$ cat config.mk
export PLATFORM = sky130hd
export DESIGN_NAME = lpm_ctrl
export DESIGN_NICKNAME = d
export VERILOG_FILES = /design/src/rtl/lpm_pkg.sv /design/src/rtl/lpm_dom_seq.sv /design/src/rtl/lpm_mode_fsm.sv /design/src/rtl/lpm_ctrl.sv
export SDC_FILE = /design/constraint.sdc
export NUM_CORES = 1
export LEC_CHECK = 0
export ABC_AREA = 0
export CAP_MARGIN = 15
export CORE_MARGIN = 3
export CORE_UTILIZATION = 51
export DETAILED_ROUTE_END_ITERATION = 6
export HOLD_SLACK_MARGIN = 0.1
export PLACE_DENSITY = 0.82
export SYNTH_ARGS = -nofsm -noshare
export SYNTH_HDL_FRONTEND = slang
export SYNTH_SLANG_ARGS = --single-unit
$ cat constraint.sdc
create_clock -name clk -period 4.3 [get_ports clk]
set_input_delay 0.86 -clock clk [delete_from_list [all_inputs] [get_ports clk]]
set_output_delay 0.86 -clock clk [all_outputs]
set_load 0.01 [all_outputs]
$ cat src/rtl/lpm_pkg.sv
package lpm_pkg;

  typedef enum logic [1:0] {
    MODE_RUN  = 2'd0,
    MODE_DOZE = 2'd1,
    MODE_DSLP = 2'd2,
    MODE_PDN  = 2'd3
  } lpm_mode_e;

  typedef enum logic [2:0] {
    ST_LOCK = 3'd0,
    ST_PUP  = 3'd1,
    ST_RUN  = 3'd2,
    ST_DOZE = 3'd3,
    ST_DSG  = 3'd4,
    ST_DSLP = 3'd5,
    ST_PDN  = 3'd6
  } lpm_state_e;

endpackage

$ cat src/rtl/lpm_dom_seq.sv
module lpm_dom_seq #(
  parameter int NUM_DOM = 4
) (
  input  logic               clk,
  input  logic               rst_n,
  input  logic               start,
  input  logic               shut,
  input  logic [NUM_DOM-1:0] shut_mask,
  input  logic [NUM_DOM-1:0] pgood,
  output logic [NUM_DOM-1:0] pwr_en,
  output logic [NUM_DOM-1:0] rst_hold,
  output logic               run
);

  localparam int IDX_W = (NUM_DOM > 1) ? $clog2(NUM_DOM) : 1;
  localparam logic [IDX_W-1:0] LAST_IDX = IDX_W'(NUM_DOM - 1);

  logic [NUM_DOM-1:0] en_q, en_d;
  logic [NUM_DOM-1:0] hold_q, hold_d;
  logic               run_q, run_d;
  logic [IDX_W-1:0]   idx_q, idx_d;

  // Next state: switch-off, or one step of the ordered power-up walk
  always_comb begin
    en_d   = en_q;
    hold_d = hold_q;
    run_d  = run_q;
    idx_d  = idx_q;
    if (shut) begin
      en_d   = en_q & ~shut_mask;
      hold_d = hold_q | shut_mask;
    end
    if (start) begin
      run_d = 1'b1;
      idx_d = '0;
    end else if (run_q) begin
      if (!en_q[idx_q]) begin
        en_d[idx_q] = 1'b1;
      end else if (pgood[idx_q]) begin
        hold_d[idx_q] = 1'b0;
        if (idx_q == LAST_IDX) run_d = 1'b0;
        else                   idx_d = idx_q + 1'b1;
      end
    end
  end

  always_ff @(posedge clk or negedge rst_n) begin
    if (!rst_n) begin
      en_q   <= '0;
      hold_q <= '1;
      run_q  <= 1'b0;
      idx_q  <= '0;
    end else begin
      en_q   <= en_d;
      hold_q <= hold_d;
      run_q  <= run_d;
      idx_q  <= idx_d;
    end
  end

  assign pwr_en   = en_q;
  assign rst_hold = hold_q;
  assign run      = run_q;

endmodule

$ cat src/rtl/lpm_mode_fsm.sv
module lpm_mode_fsm
  import lpm_pkg::*;
#(
  parameter int NUM_DOM = 4
) (
  input  logic               clk,
  input  logic               rst_n,
  input  logic               req_valid,
  input  logic [1:0]         req_mode,
  input  logic               req_full,
  input  logic [NUM_DOM-1:0] req_dom_sel,
  input  logic               unit_busy,
  input  logic               pll_lock,
  input  logic               seq_run,
  output logic               seq_start,
  output logic               seq_shut,
  output logic [NUM_DOM-1:0] shut_mask,
  output logic               clk_gate_en,
  output logic               pll_en,
  output logic [1:0]         stat_mode,
  output logic               busy
);

  lpm_state_e         st_q, st_d;
  logic               pend_q, pend_d;
  lpm_mode_e          pmode_q, pmode_d;
  logic [NUM_DOM-1:0] pmask_q, pmask_d;
  logic               accept;

  assign busy   = (st_q == ST_LOCK) || (st_q == ST_PUP) ||
                  (st_q == ST_DSG) || pend_q;
  assign accept = req_valid && !busy;

  always_comb begin
    st_d      = st_q;
    pend_d    = pend_q;
    pmode_d   = pmode_q;
    pmask_d   = pmask_q;
    seq_start = 1'b0;
    seq_shut  = 1'b0;
    shut_mask = pmask_q;
    unique case (st_q)
      ST_LOCK: if (pll_lock) begin
        st_d      = ST_PUP;
        seq_start = 1'b1;
      end
      ST_PUP: if (!seq_run) st_d = ST_RUN;
      ST_RUN: begin
        if (pend_q) begin
          if (!unit_busy) begin
            pend_d = 1'b0;
            unique case (pmode_q)
              MODE_DOZE: st_d = ST_DOZE;
              MODE_DSLP: st_d = ST_DSG;
              MODE_PDN: begin
                st_d     = ST_PDN;
                seq_shut = 1'b1;
              end
              default: st_d = ST_RUN;
            endcase
          end
        end else if (accept) begin
          pend_d  = 1'b1;
          pmode_d = lpm_mode_e'(req_mode);
          pmask_d = req_full ? '1 : req_dom_sel;
        end
      end
      ST_DOZE: if (accept && (req_mode == MODE_RUN)) st_d = ST_RUN;
      ST_DSG:  st_d = ST_DSLP;
      ST_DSLP: st_d = ST_DSLP;
      ST_PDN: if (accept && (req_mode == MODE_RUN)) begin
        st_d      = ST_PUP;
        seq_start = 1'b1;
      end
      default: st_d = ST_LOCK;
    endcase
  end

  always_ff @(posedge clk or negedge rst_n) begin
    if (!rst_n) begin
      st_q    <= ST_LOCK;
      pend_q  <= 1'b0;
      pmode_q <= MODE_RUN;
      pmask_q <= '0;
    end else begin
      st_q    <= st_d;
      pend_q  <= pend_d;
      pmode_q <= pmode_d;
      pmask_q <= pmask_d;
    end
  end

  always_comb begin
    clk_gate_en = (st_q == ST_PUP) || (st_q == ST_RUN) || (st_q == ST_PDN);
    pll_en      = (st_q != ST_DSLP);
    unique case (st_q)
      ST_DOZE:         stat_mode = MODE_DOZE;
      ST_DSG, ST_DSLP: stat_mode = MODE_DSLP;
      ST_PDN:          stat_mode = MODE_PDN;
      default:         stat_mode = MODE_RUN;
    endcase
  end

endmodule

$ cat src/rtl/lpm_ctrl.sv
module lpm_ctrl #(
  parameter int NUM_DOM = 4
) (
  input  logic               clk,
  input  logic               rst_n,
  input  logic               req_valid,
  input  logic [1:0]         req_mode,
  input  logic               req_full,
  input  logic [NUM_DOM-1:0] req_dom_sel,
  input  logic               unit_busy,
  input  logic               pll_lock,
  input  logic [NUM_DOM-1:0] dom_pgood,
  output logic               clk_gate_en,
  output logic               pll_en,
  output logic [NUM_DOM-1:0] dom_pwr_en,
  output logic [NUM_DOM-1:0] dom_rst_hold,
  output logic [1:0]         stat_mode,
  output logic [NUM_DOM-1:0] stat_pwr_mask,
  output logic               busy
);

  logic               seq_start, seq_shut, seq_run;
  logic [NUM_DOM-1:0] shut_mask;

  lpm_mode_fsm #(.NUM_DOM(NUM_DOM)) u_fsm (
    .clk(clk), .rst_n(rst_n),
    .req_valid(req_valid), .req_mode(req_mode), .req_full(req_full),
    .req_dom_sel(req_dom_sel), .unit_busy(unit_busy), .pll_lock(pll_lock),
    .seq_run(seq_run), .seq_start(seq_start), .seq_shut(seq_shut),
    .shut_mask(shut_mask), .clk_gate_en(clk_gate_en), .pll_en(pll_en),
    .stat_mode(stat_mode), .busy(busy)
  );

  lpm_dom_seq #(.NUM_DOM(NUM_DOM)) u_seq (
    .clk(clk), .rst_n(rst_n),
    .start(seq_start), .shut(seq_shut), .shut_mask(shut_mask),
    .pgood(dom_pgood), .pwr_en(dom_pwr_en), .rst_hold(dom_rst_hold),
    .run(seq_run)
  );

  assign stat_pwr_mask = dom_pwr_en & ~dom_rst_hold;

endmodule

==> impl_results.md <==
- Outcome: finished clean
- Slowest CP cell: dfrtp_1
- Combinational family with the most area after synthesis: simple AND/OR/NAND/NOR gates
- Fraction of the yosys area taken by sequential cells: 44.1%
- Post CTS Setup Buffer Count: 0
- Synth Flop Type: dfrtp_1
- Initial antenna violation count: 0
- Layout area overhead: 30.4%
- Number of global-route vias before repair: 1064
- CP top delay family: flip-flops
- Final Setup Violations: 0
- CTS sink cnt: 21
- EDFF count, synth: 0
- Site Rows: 16
- Post-Synth XOR/XNOR Area: 1.46%
- First-pass GRT wire length: 4820 microns
- GPL Wtd Cong: 0.782
- Post-CTS Hold Fix Bufs: 0
- Setup TNS: 0 ns
- Max Freq: 364 MHz
- Final min period: 2.75 ns
- Layout cells sized above 1: 10.7%
- Worst Max-Slew Pin Slew: 0.937 ns
- Crit path required time: 3.44 ns
- CTS resizes: 0
- TritonCTS clock tree: built
- Initial core utilization: 57.3%
- Synth unique cells: 41
- Maxcap violations: 0
- Placed inst area: 0.00154 sq mm
- H-tree Lvls: 1
- Mux contribution to synthesized area: 6.34%
- # IOs: 33
- Core area: 0.00210 sq mm
- YS warnings: 0
- Worst relative slew slack: 37.3%
- Port Buffer Count: 32
- Post-Synthesis Cell Area: 0.00120 sq mm
- Filler cells: 175
- Antenna Violating Nets Remaining: 0
- LEAKAGE: 0.660 nW
- Grt ovf: 0
- WS Path Type: register to output pin
- Crit path cell chain: nor2b_1 -> a21o_1 -> clkdlybuf4s50_1
- Chip Height: 54.6 microns
- TritonRoute pass-1 iters: 4
- Post-Synth Simple-Gate Area: 21.8%
- RSZ-0062 raised after global routing: false
- NumNets Final: 180
- Avg Cell Area, Syn: 9.48 sq um
- Die Span X: 54.6 microns
- Fin cells: 186
- Largest net degree at the start of global routing: 22
- Root Buffer: clkbuf_4
- CTS max path bufs: 2
- Routed len/inst: 15.6 microns
- VDD IR max: 499 uV
- Clock network latency to the later pin of the worst-skew pair: 0.30 ns
- Routed vias: 1063
- Commonest non-fill, non-tap cell in the layout: clkdlybuf4s50_1
- Setup WS pre-CTS: 1.64 ns
- Hold Fails Final Rpt: 0
- Post-route DRC: 0
- Final WS setup: 1.55 ns
- Critical Path End Type: output pin
- Post-synthesis adder-cell area fraction: 4.16%
- #FFs+latches synth: 21
- Register clock-pin slew on the reported worst setup and hold paths: 0.12 ns
- WP buf/inv: 1
- Final core occ: 74.6%
- Vias per cell: 5.72
- Period utilization: 63.8%
- Startpoint types: register
- Num CTS Buffers: 3
- Crit-path max cell delay: 0.65 ns
- Initial DRC count: 27
- Routed WL: 2900 microns
- DP HPWL: 2200 microns
- Die area: 0.00298 sq mm
- CP Max Fanout: 13
- Fraction of registers with async set/reset: 100%
- Total global-route track usage: 22.9%
- Final Cell Area: 0.00157 sq mm
- Slew Viols, Final: 0
- Complex-gate fraction of the synthesized area: 18.4%
- CP arrival: 1.89 ns
- Total instance count after detailed placement: 182
- Worst Hold Class: register to register
- Post-synth net total: 147
- Most frequent cells in the layout: 32 x clkdlybuf4s50_1, 19 x nor2_1, 17 x dfrtp_1, 13 x nand2_1, 11 x a21oi_1
- Cell Pwr Density: 709 mW/mm^2
- Gate Count Post-Synth: 127
- Number of inserted diodes: 0
- Final setup skew: 0.00222 ns
## cells by family (layout without fill, tap and decap cells)
family	after synthesis	count (layout)
simple gates	52	52
compound gates	32	32
flops	21	21
buf+inv	11	43
mux	5	5
fa+ha+maj	4	4
xor+xnor	2	2
## synth_stat cells (2+ instances only)
master	n	area share, %
a21o_1	2	1.2
a21oi_1	11	4.6
a31oi_1	2	1.0
a32o_1	4	3.3
and2_1	4	2.1
buf_2	3	1.2
clkbuf_1	2	0.62
dfrtp_1	17	35
dfstp_2	4	8.7
ha_1	4	4.2
inv_1	6	1.9
mux2i_1	2	1.7
mux4_2	2	3.7
nand2_1	13	4.1
nor2_1	19	5.9
nor2b_1	5	2.6
o21ai_0	2	0.83
o31ai_1	2	1.2
## through the flow
stage               hold WS (ns)  total power, W
floorplan                  0.487        0.000763
global placement           0.515        0.000989
detailed placement         0.523         0.00102
CTS                        0.542         0.00112
global route               0.551         0.00120
finish                     0.540         0.00111
## path summary, 6_finish.rpt
| path | slack (ns) | startpoint | endpoint | cells past startpoint |
|---|---|---|---|---|
| worst max-delay path | 1.55 | u_fsm.st_q[0] | clk_gate_en | 3 |
| worst min-delay path | 0.54 | u_seq.rst_hold[3] | u_seq.rst_hold[3] | 1 |
| worst max register to register | 2.36 | u_fsm.st_q[1] | u_fsm.pmode_q[1] | 5 |
| worst min register to register | 0.54 | u_seq.rst_hold[3] | u_seq.rst_hold[3] | 1 |
| max in group asynchronous | 2.66 | rst_n | u_fsm.shut_mask[2] | 1 |
| min in group asynchronous | 1.07 | rst_n | u_fsm.st_q[2] | 1 |
## cell type report
type	count	area (sq um)	share of cell area (%)
Sequential cell	21	531	33.8
Tap cell	27	33.8	2.15
Timing Repair Buffer	33	328	20.9
Inverter	6	22.5	1.44
Clock buffer	4	26.3	1.67
Multi-Input combinational cell	95	628	40.0
## metal layers
| metal | share of wire [%] | up-vias | global-route usage [%] |
|---|---|---|---|
| met4 | 0.79 | 0 | 7.05 |
| met3 | 5.5 | 2 | 3.81 |
| li1 | - | 504 | - |
| met5 | 0 | - | 0 |
| met2 | 53 | 53 | 42.9 |
| met1 | 41 | 504 | 25.9 |
## where the power goes
| group | switching, W | leakage (nW) | total (W) | internal [W] |
|---|---|---|---|---|
| Combinational | 0.000266 | 0.412 | 0.000587 | 0.000321 |
| Sequential | 0.000137 | 0.233 | 0.000428 | 0.000291 |
| Clock | 0.0000604 | 0.0150 | 0.0000965 | 0.0000361 |
| Total | 0.000463 | 0.660 | 0.00111 | 0.000649 |
## state kept, by name, indices dropped and copies added (netlist names)
name and cells:
u_fsm.pmode_q 2, u_seq.idx_q 2, u_fsm.shut_mask 4, u_seq.run 1, u_fsm.pend_q 1, u_seq.pwr_en 4, u_fsm.st_q 3, u_seq.rst_hold 4
No activity file was read; power rests on OpenSTA's default activity.
